<file path="config.mk">
export PLATFORM = sky130hd
export DESIGN_NAME = balanced_frame_encoder
export DESIGN_NICKNAME = d
export VERILOG_FILES = /design/src/rtl/balanced_frame_encoder.sv
export SDC_FILE = /design/constraint.sdc
export NUM_CORES = 1
export LEC_CHECK = 0
export ABC_CLOCK_PERIOD_IN_PS = 6600
export BUFFER_PORTS_ARGS = -buffer_cell sky130_fd_sc_hd__buf_4
export CORE_ASPECT_RATIO = 1.25
export CORE_MARGIN = 2
export CORE_UTILIZATION = 50
export DETAILED_ROUTE_END_ITERATION = 6
export GPL_TIMING_DRIVEN = 0
export PLACE_DENSITY = 0.68
export SETUP_SLACK_MARGIN = 0.4
export SLEW_MARGIN = 20
export SYNTH_ARGS = -nofsm -noshare
export SYNTH_HDL_FRONTEND = slang
export SYNTH_SLANG_ARGS = --single-unit
</file>
<file path="constraint.sdc">
create_clock -name clk -period 6.6 [get_ports clk]
set_input_delay 1.32 -clock clk [delete_from_list [all_inputs] [get_ports clk]]
set_output_delay 1.32 -clock clk [all_outputs]
set_load 0.05 [all_outputs]
</file>
<file path="src/rtl/balanced_frame_encoder.sv">
module balanced_frame_encoder #(
  parameter int LANES  = 3,
  parameter int LANE_W = 7
) (
  input  logic                     clk,
  input  logic                     rst_n,
  input  logic                     bit_en,
  input  logic                     load,
  input  logic [LANES*LANE_W-1:0]  din,
  input  logic                     bal_mode,
  output logic [LANES-1:0]         lane_out,
  output logic                     clk_lane
);
  localparam int WORD_W = LANES * LANE_W;
  localparam int FRM_W  = LANE_W + 2;
  localparam int SUM_W  = $clog2(LANE_W + 1) + 2;
  localparam int CNT_W  = $clog2(FRM_W);
  localparam int HI_A   = (FRM_W - 1) / 2;
  localparam int HI_P   = (LANE_W + 1) / 2;
  localparam logic [FRM_W-1:0] PAT_A = FRM_W'((1 << HI_A) - 1);
  localparam logic [FRM_W-1:0] PAT_B = FRM_W'((1 << (HI_A + 1)) - 1);
  localparam logic [FRM_W-1:0] PAT_P = FRM_W'((1 << HI_P) - 1);

  logic [WORD_W-1:0]      hold_q;
  logic [CNT_W-1:0]       left_q;
  logic                   phase_q;
  logic [FRM_W-1:0]       clk_sh;
  logic [LANES*SUM_W-1:0] rs_flat;
  logic                   go;

  assign go       = bit_en && (left_q == '0);
  assign clk_lane = clk_sh[0];

  always_ff @(posedge clk) begin
    if (!rst_n) begin
      hold_q  <= '0;
      left_q  <= '0;
      phase_q <= 1'b0;
      clk_sh  <= '0;
    end else begin
      if (load) hold_q <= din;
      if (go) begin
        left_q <= bal_mode ? CNT_W'(FRM_W - 1) : CNT_W'(LANE_W - 1);
        if (bal_mode) begin
          clk_sh  <= phase_q ? PAT_B : PAT_A;
          phase_q <= ~phase_q;
        end else begin
          clk_sh <= PAT_P;
        end
      end else if (bit_en) begin
        left_q <= left_q - 1'b1;
        clk_sh <= clk_sh >> 1;
      end
    end
  end

  for (genvar k = 0; k < LANES; k++) begin : g_lane
    logic [LANE_W-1:0]       w;
    logic [SUM_W-1:0]        ones;
    logic signed [SUM_W-1:0] disp;
    logic signed [SUM_W-1:0] rs_q;
    logic                    inv;
    logic [LANE_W-1:0]       tx;
    logic [FRM_W-1:0]        sh_q;

    assign w    = hold_q[k*LANE_W +: LANE_W];
    assign ones = SUM_W'($countones(w));
    assign disp = $signed((ones << 1) - SUM_W'(LANE_W));
    assign inv  = (rs_q != '0) && (disp[SUM_W-1] == rs_q[SUM_W-1]);
    assign tx   = inv ? ~w : w;
    assign lane_out[k] = sh_q[0];
    assign rs_flat[k*SUM_W +: SUM_W] = rs_q;

    always_ff @(posedge clk) begin
      if (!rst_n) begin
        sh_q <= '0;
        rs_q <= '0;
      end else if (go) begin
        if (bal_mode) begin
          sh_q <= {inv, ~inv, tx};
          rs_q <= inv ? rs_q - disp : rs_q + disp;
        end else begin
          sh_q <= {2'b00, w};
        end
      end else if (bit_en) begin
        sh_q <= sh_q >> 1;
      end
    end
  end
endmodule

</file>
# ---- Yosys cells after proc, flatten, opt, wreduce, memory -nomap -nowiden
# Index checks and enable logic that the tools add are counted.
dict set report word_totals {
  register_bits 77
}
dict set report classes {
  add_sub_neg 28
  eq_ne 3
  n_mux 22
  bitwise 7
  reduce_logical 10
}
# cell count
set ops {}
lappend ops {{9-bit 2-to-1 mux} 11}
lappend ops {{5-bit 2-to-1 mux} 5}
lappend ops {{7-bit 2-to-1 mux} 3}
lappend ops {{7-bit NOT} 3}
lappend ops {{1-bit by 1-bit adder with 2-bit output} 9}
lappend ops {{5-bit adder} 3}
lappend ops {{5-bit nonzero test} 3}
lappend ops {{5-bit by 3-bit subtractor with 5-bit output, second input constant} 3}
lappend ops {{5-bit subtractor} 3}
lappend ops {{3-bit by 3-bit adder with 4-bit output} 3}
lappend ops {{4-bit 2-to-1 mux} 3}
lappend ops {{2-bit by 1-bit adder with 3-bit output} 3}
lappend ops {{2-bit by 2-bit adder with 3-bit output} 3}
lappend ops {{1-bit logical AND} 4}
lappend ops {{4-bit zero test} 1}
lappend ops {{1-bit NOT} 4}
lappend ops {{4-bit by 1-bit subtractor with 4-bit output, second input constant} 1}
lappend ops {{1-bit equality test} 3}
lappend ops {{2-bit AND reduction} 1}
lappend ops {{2-bit nonzero test} 1}

# ---- Depth between registers and ports, before layout
dict set report depth {
  ltp_word 9
  ltp_mapped 14
  depth_no_buf 14
}

# ---- Worst setup path after synthesis
# No wires, ideal clock.
dict set report synth_path {
  path_type {register to register}
  from {register hold_q[14]}
  to {register g_lane[2].rs_q[4]}
  setup_ps 91
  arrival_time_ps 3791
  t_required_ps 6509
  setup_slack_ps 2718
  path_stages_with_launch 14
  n_path_buf 0
  cell_sequence {dfxtp_1 > fa_1 > inv_1 > fa_1 > fa_1 > fa_1 > nor2_1 > a21oi_1 > xor2_1 > fa_1 > a21o_1 > a21oi_1 > a211oi_1 > a311oi_1}
}
dict set report synth_via {
  elab_chain_len 7
}
# element line_no
set synth_lines {}
lappend synth_lines {{start: declaration} 24} ;# logic [WORD_W-1:0] hold_q;
lappend synth_lines {{start signal: assignment} 41} ;# if (load) hold_q <= din;
lappend synth_lines {{1-bit by 1-bit adder with 2-bit output (implied by the code) *} 67} ;# assign ones = SUM_W'($countones(w));
lappend synth_lines {{2-bit by 2-bit adder with 3-bit output (implied by the code) *} 67}
lappend synth_lines {{3-bit by 3-bit adder with 4-bit output (implied by the code) *} 67}
lappend synth_lines {{5-bit by 3-bit subtractor with 5-bit output *} 68} ;# assign disp = $signed((ones << 1) - SUM_W'(LANE_W));
lappend synth_lines {{branches (longest 2 deep; another with 5-bit adder)} --}
lappend synth_lines {{5-bit 2-to-1 mux *} 81} ;# rs_q <= inv ? rs_q - disp : rs_q + disp;
lappend synth_lines {{end signal: assignment} 81}
lappend synth_lines {{end: declaration} 61} ;# logic signed [SUM_W-1:0] rs_q;
# Mark *: on every way between the ends.
# A chain may end at the register's enable or synchronous reset.

# ---- Final worst setup path
dict set report layout_path {
  from {register hold_q[15]}
  to {register g_lane[2].rs_q[4]}
}
# The elaborated chain is that of the path after synthesis.

==> flow_summary_export.csv <==
group,metric,value,unit
synthesis,synth.lib_cells_used.distinct,46,
critical_path,crit_path_cell_trace,"fa_1 > inv_1 > fa_1 > fa_1 > fa_1 > and2_1 > a21oi_1 > xor2_1 > fa_1 > a21o_1 > a21oi_1 > a211oi_1 > a311oi_1",
cts,post_cts_buffers,0,
synthesis,synth.yosys.seq_area_share,0.368,
outcome,status,"finished clean",
routing,wl_per_cell,14.8,um
floorplan,start_util,0.513,
synthesis,yosysWarningCount,0,
power_and_ir_drop,vdd_drop_max,0.191,mV
timing,hold_viol_final,0,
timing,post-route-period-util,0.645,
layout,final_net_count,518,
routing,vias_per_std_cell,5.43,
worst_hold_path,hold_path.startpoint,"left_q[1]",
timing,count_of_final_max_slew_check_failures,0,
critical_path,category_of_the_worst_setup_path_capture_point,"flop",
synthesis,syn-num-nets,481,
critical_path,critPathMaxStageDelay,0.46,ns
placed_design,portBuffers,26,
cts,postCtsResizedCells,0,
floorplan,placeableCoreArea,0.00775,mm2
timing,rsz0062_at_grt,"no",
routing,drc,0,
critical_path,path_delay_family,"adder cells",
floorplan,io-pin-count,30,
layout,postLayoutCellArea,0.00446,mm2
routing,drt-total-wl,8.40,mm
critical_path,cp.required,6.87,ns
critical_path,crit_slowest_cell,"sky130_fd_sc_hd__fa_1",
job,drv.max_cap_violation_count,0,
cts,clock_insertion_delay_worst_skew,0.36,ns
grt,grt_first_pass_wirelength,14.4,mm
placed_design,routabilityCongestion,0.778,
timing,max_freq,235,MHz
timing,final-setup-viol-count,0,
floorplan,die_area,0.00869,mm2
timing,worst_slew_pin_slew,0.693,ns
power_and_ir_drop,post-layout-total-power,1.16,mW
layout,layout-drive-gt1-share,0.183,
synthesis,synth_async_sr_flop_share,0,
synthesis,ys_ff_latch,73,
grt,globalRouteOverflowTotal,0,
cts,cts_sink_cnt,73,
layout,layout.cells.most_common,"sky130_fd_sc_hd__dfxtp_1",
routing,drt_iter0_markers,181,
critical_path,worstPathBufferInverterCount,1,
cts,clk_pin_slew,0.07,ns
power_and_ir_drop,leakage,1.84,nW
critical_path,arrival,4.53,ns
routing,drt_pass1_iterations,4,
floorplan,dieWidth,83.8,um
cts,cts_tree,"built",
synthesis,synthTopCellsByArea,"sky130_fd_sc_hd__dfxtp_1 37%, sky130_fd_sc_hd__fa_1 7.6%, sky130_fd_sc_hd__mux2i_1 5.8%, sky130_fd_sc_hd__xnor2_1 5.7%, sky130_fd_sc_hd__mux2_2 5.7%",
critical_path,worst-setup-path-type,"flop to flop",
cts,cts_made_buffers,9,
grt,global_route.usage.total,0.207,
floorplan,rows,36,
placed_design,detailed_place.area,0.00429,mm2
routing,remaining_number_of_nets_flagged_by_the_antenna_check_after_routing,0,
layout,most-common-layout-cells,"73 x sky130_fd_sc_hd__dfxtp_1, 50 x sky130_fd_sc_hd__nor2_1, 36 x sky130_fd_sc_hd__a21oi_1",
routing,num_vias,3072,
grt,initial_antenna_violation_count,0,
cts,clock-root-buffer,"sky130_fd_sc_hd__clkbuf_8",
layout,antenna-diode-count,0,
grt,grt_start_max_net_pins,12,
cts,clock_tree.buffer_depth,2,
power_and_ir_drop,power_density,260,mW/mm2
placed_design,place.detailed.hpwl,6.34,mm
timing,worst_slew_margin_rel,0.538,
grt,via_count_of_the_first_global_routing_pass,3064,
critical_path,cpMostUsedCell,"sky130_fd_sc_hd__fa_1",
cts,cts-htree-levels,3,
cts,cts-hold-fix-buffers,0,
critical_path,timing.critical_path.from_type,"flop",
timing,worst_skew,0.00725,ns
worst_hold_path,min-delay-path-class,"flop to flop",
timing,setup_tns,0,ns
synthesis,synth_top_cell_by_area,"sky130_fd_sc_hd__dfxtp_1",
layout,layout-area-overhead-vs-synth,12.3,%
synthesis,synth_ff_type,"sky130_fd_sc_hd__dfxtp_1",
critical_path,critical_path.max_fanout,5,
synthesis,synth_top_area_frac,0.368,
synthesis,syn-cell-area,0.00398,mm2
synthesis,synth_edf_count,0,
floorplan,die_height,104,um
critical_path,critical_path.startpoint,"hold_q[15]",
critical_path,rr_startpoint,"hold_q[15]",
timing,final_period_minus_worst_setup_slack,4.26,ns
synthesis,synth_cells,429,
synthesis,syn-mean-instance-area,9.27,um2
## flip-flops by register name (all words and copies together) (netlist names)
| signal | flops |
|---|---|
| g_lane.sh_q | 27 |
| hold_q | 21 |
| g_lane.rs_q | 15 |
| clk_sh | 5 |
| left_q | 4 |
| phase_q | 1 |
## worst reg2reg max path, stage by stage, from the launching register on
cell                       delay [ns]
sky130_fd_sc_hd__dfxtp_1         0.45
sky130_fd_sc_hd__fa_1            0.46
sky130_fd_sc_hd__inv_1           0.08
sky130_fd_sc_hd__fa_1            0.42
sky130_fd_sc_hd__fa_1            0.39
sky130_fd_sc_hd__fa_1            0.46
sky130_fd_sc_hd__and2_1          0.21
sky130_fd_sc_hd__a21oi_1         0.37
sky130_fd_sc_hd__xor2_1          0.19
sky130_fd_sc_hd__fa_1            0.45
sky130_fd_sc_hd__a21o_1          0.20
sky130_fd_sc_hd__a21oi_1         0.20
sky130_fd_sc_hd__a211oi_1        0.07
sky130_fd_sc_hd__a311oi_1        0.24
## synthesized netlist by cell type (3+ instances only)
cell type and instances:
sky130_fd_sc_hd__o21ai_0 25, sky130_fd_sc_hd__dfxtp_1 73, sky130_fd_sc_hd__or4_1 6, sky130_fd_sc_hd__inv_1 28
sky130_fd_sc_hd__nand3_1 4, sky130_fd_sc_hd__nand4_1 3, sky130_fd_sc_hd__a21oi_1 36, sky130_fd_sc_hd__o211ai_1 3
sky130_fd_sc_hd__and2_1 3, sky130_fd_sc_hd__and3_1 3, sky130_fd_sc_hd__xnor2_1 26, sky130_fd_sc_hd__mux2i_1 23
sky130_fd_sc_hd__mux2_2 20, sky130_fd_sc_hd__nand2_1 16, sky130_fd_sc_hd__nor2_1 50, sky130_fd_sc_hd__fa_1 15
sky130_fd_sc_hd__clkbuf_1 16, sky130_fd_sc_hd__buf_4 5, sky130_fd_sc_hd__a21o_1 3, sky130_fd_sc_hd__ha_1 11
sky130_fd_sc_hd__nand2b_1 4, sky130_fd_sc_hd__xor2_1 5, sky130_fd_sc_hd__buf_2 8, sky130_fd_sc_hd__a22oi_1 3
sky130_fd_sc_hd__nor3_1 3, sky130_fd_sc_hd__a211oi_1 5, sky130_fd_sc_hd__o221a_2 4
## stage by stage
stage           util  hold slack (ns)  instances  setup slack [ns]
3_5_place_dp   0.554            0.455        550              2.39
4_1_cts        0.576            0.465        566              2.34
3_3_place_gp   0.554            0.456        550              2.48
5_1_grt        0.576            0.514        566              2.13
6_report       0.576            0.466        566              2.34
2_1_floorplan      -            0.440        429              2.72
## layout make-up
| cell class | instances | area, um2 |
|---|---|---|
| tap | 95 | 119 |
| clock buffer | 13 | 159 |
| fill | 711 | 3280 |
| multi-input combinational | 295 | 2260 |
| buffer | 31 | 145 |
| inverter | 30 | 113 |
| clock inverter | 3 | 15.0 |
| timing repair buffer | 26 | 195 |
| sequential | 73 | 1460 |
## cells by family after synthesis
logic type | Yosys count | synth area share
buffers and inverters | 61 | 0.0648
XOR/XNOR | 31 | 0.0683
adder cells (fa/ha/maj) | 26 | 0.110
flip-flops | 73 | 0.368
AO/OA/AOI/OAI | 95 | 0.154
multiplexers | 43 | 0.115
AND/OR/NAND/NOR | 100 | 0.121
## layer usage
layer | routed length [um] | vias up | track usage
met4 | 233 | 0 | 0.109
met5 | 0 | - | 0
li1 | - | 1541 | -
met2 | 4130 | 52 | 0.345
met1 | 3770 | 1460 | 0.258
met3 | 270 | 19 | 0.0311
## report_power, final
part	total [mW]	internal, mW	switching (mW)
logic	0.328	0.151	0.177
registers	0.518	0.485	0.0327
clock network	0.317	0.155	0.162
total	1.16	0.791	0.372
## final timing paths
kind / to / slack, ns / depth (start not counted)
setup / recovery: g_lane[2].rs_q[4] / 2.34 / 13
hold / removal: left_q[1] / 0.47 / 2
setup reg to reg: g_lane[2].rs_q[4] / 2.34 / 13
hold reg to reg: left_q[1] / 0.47 / 2
No activity file was read; power rests on OpenSTA's default activity.
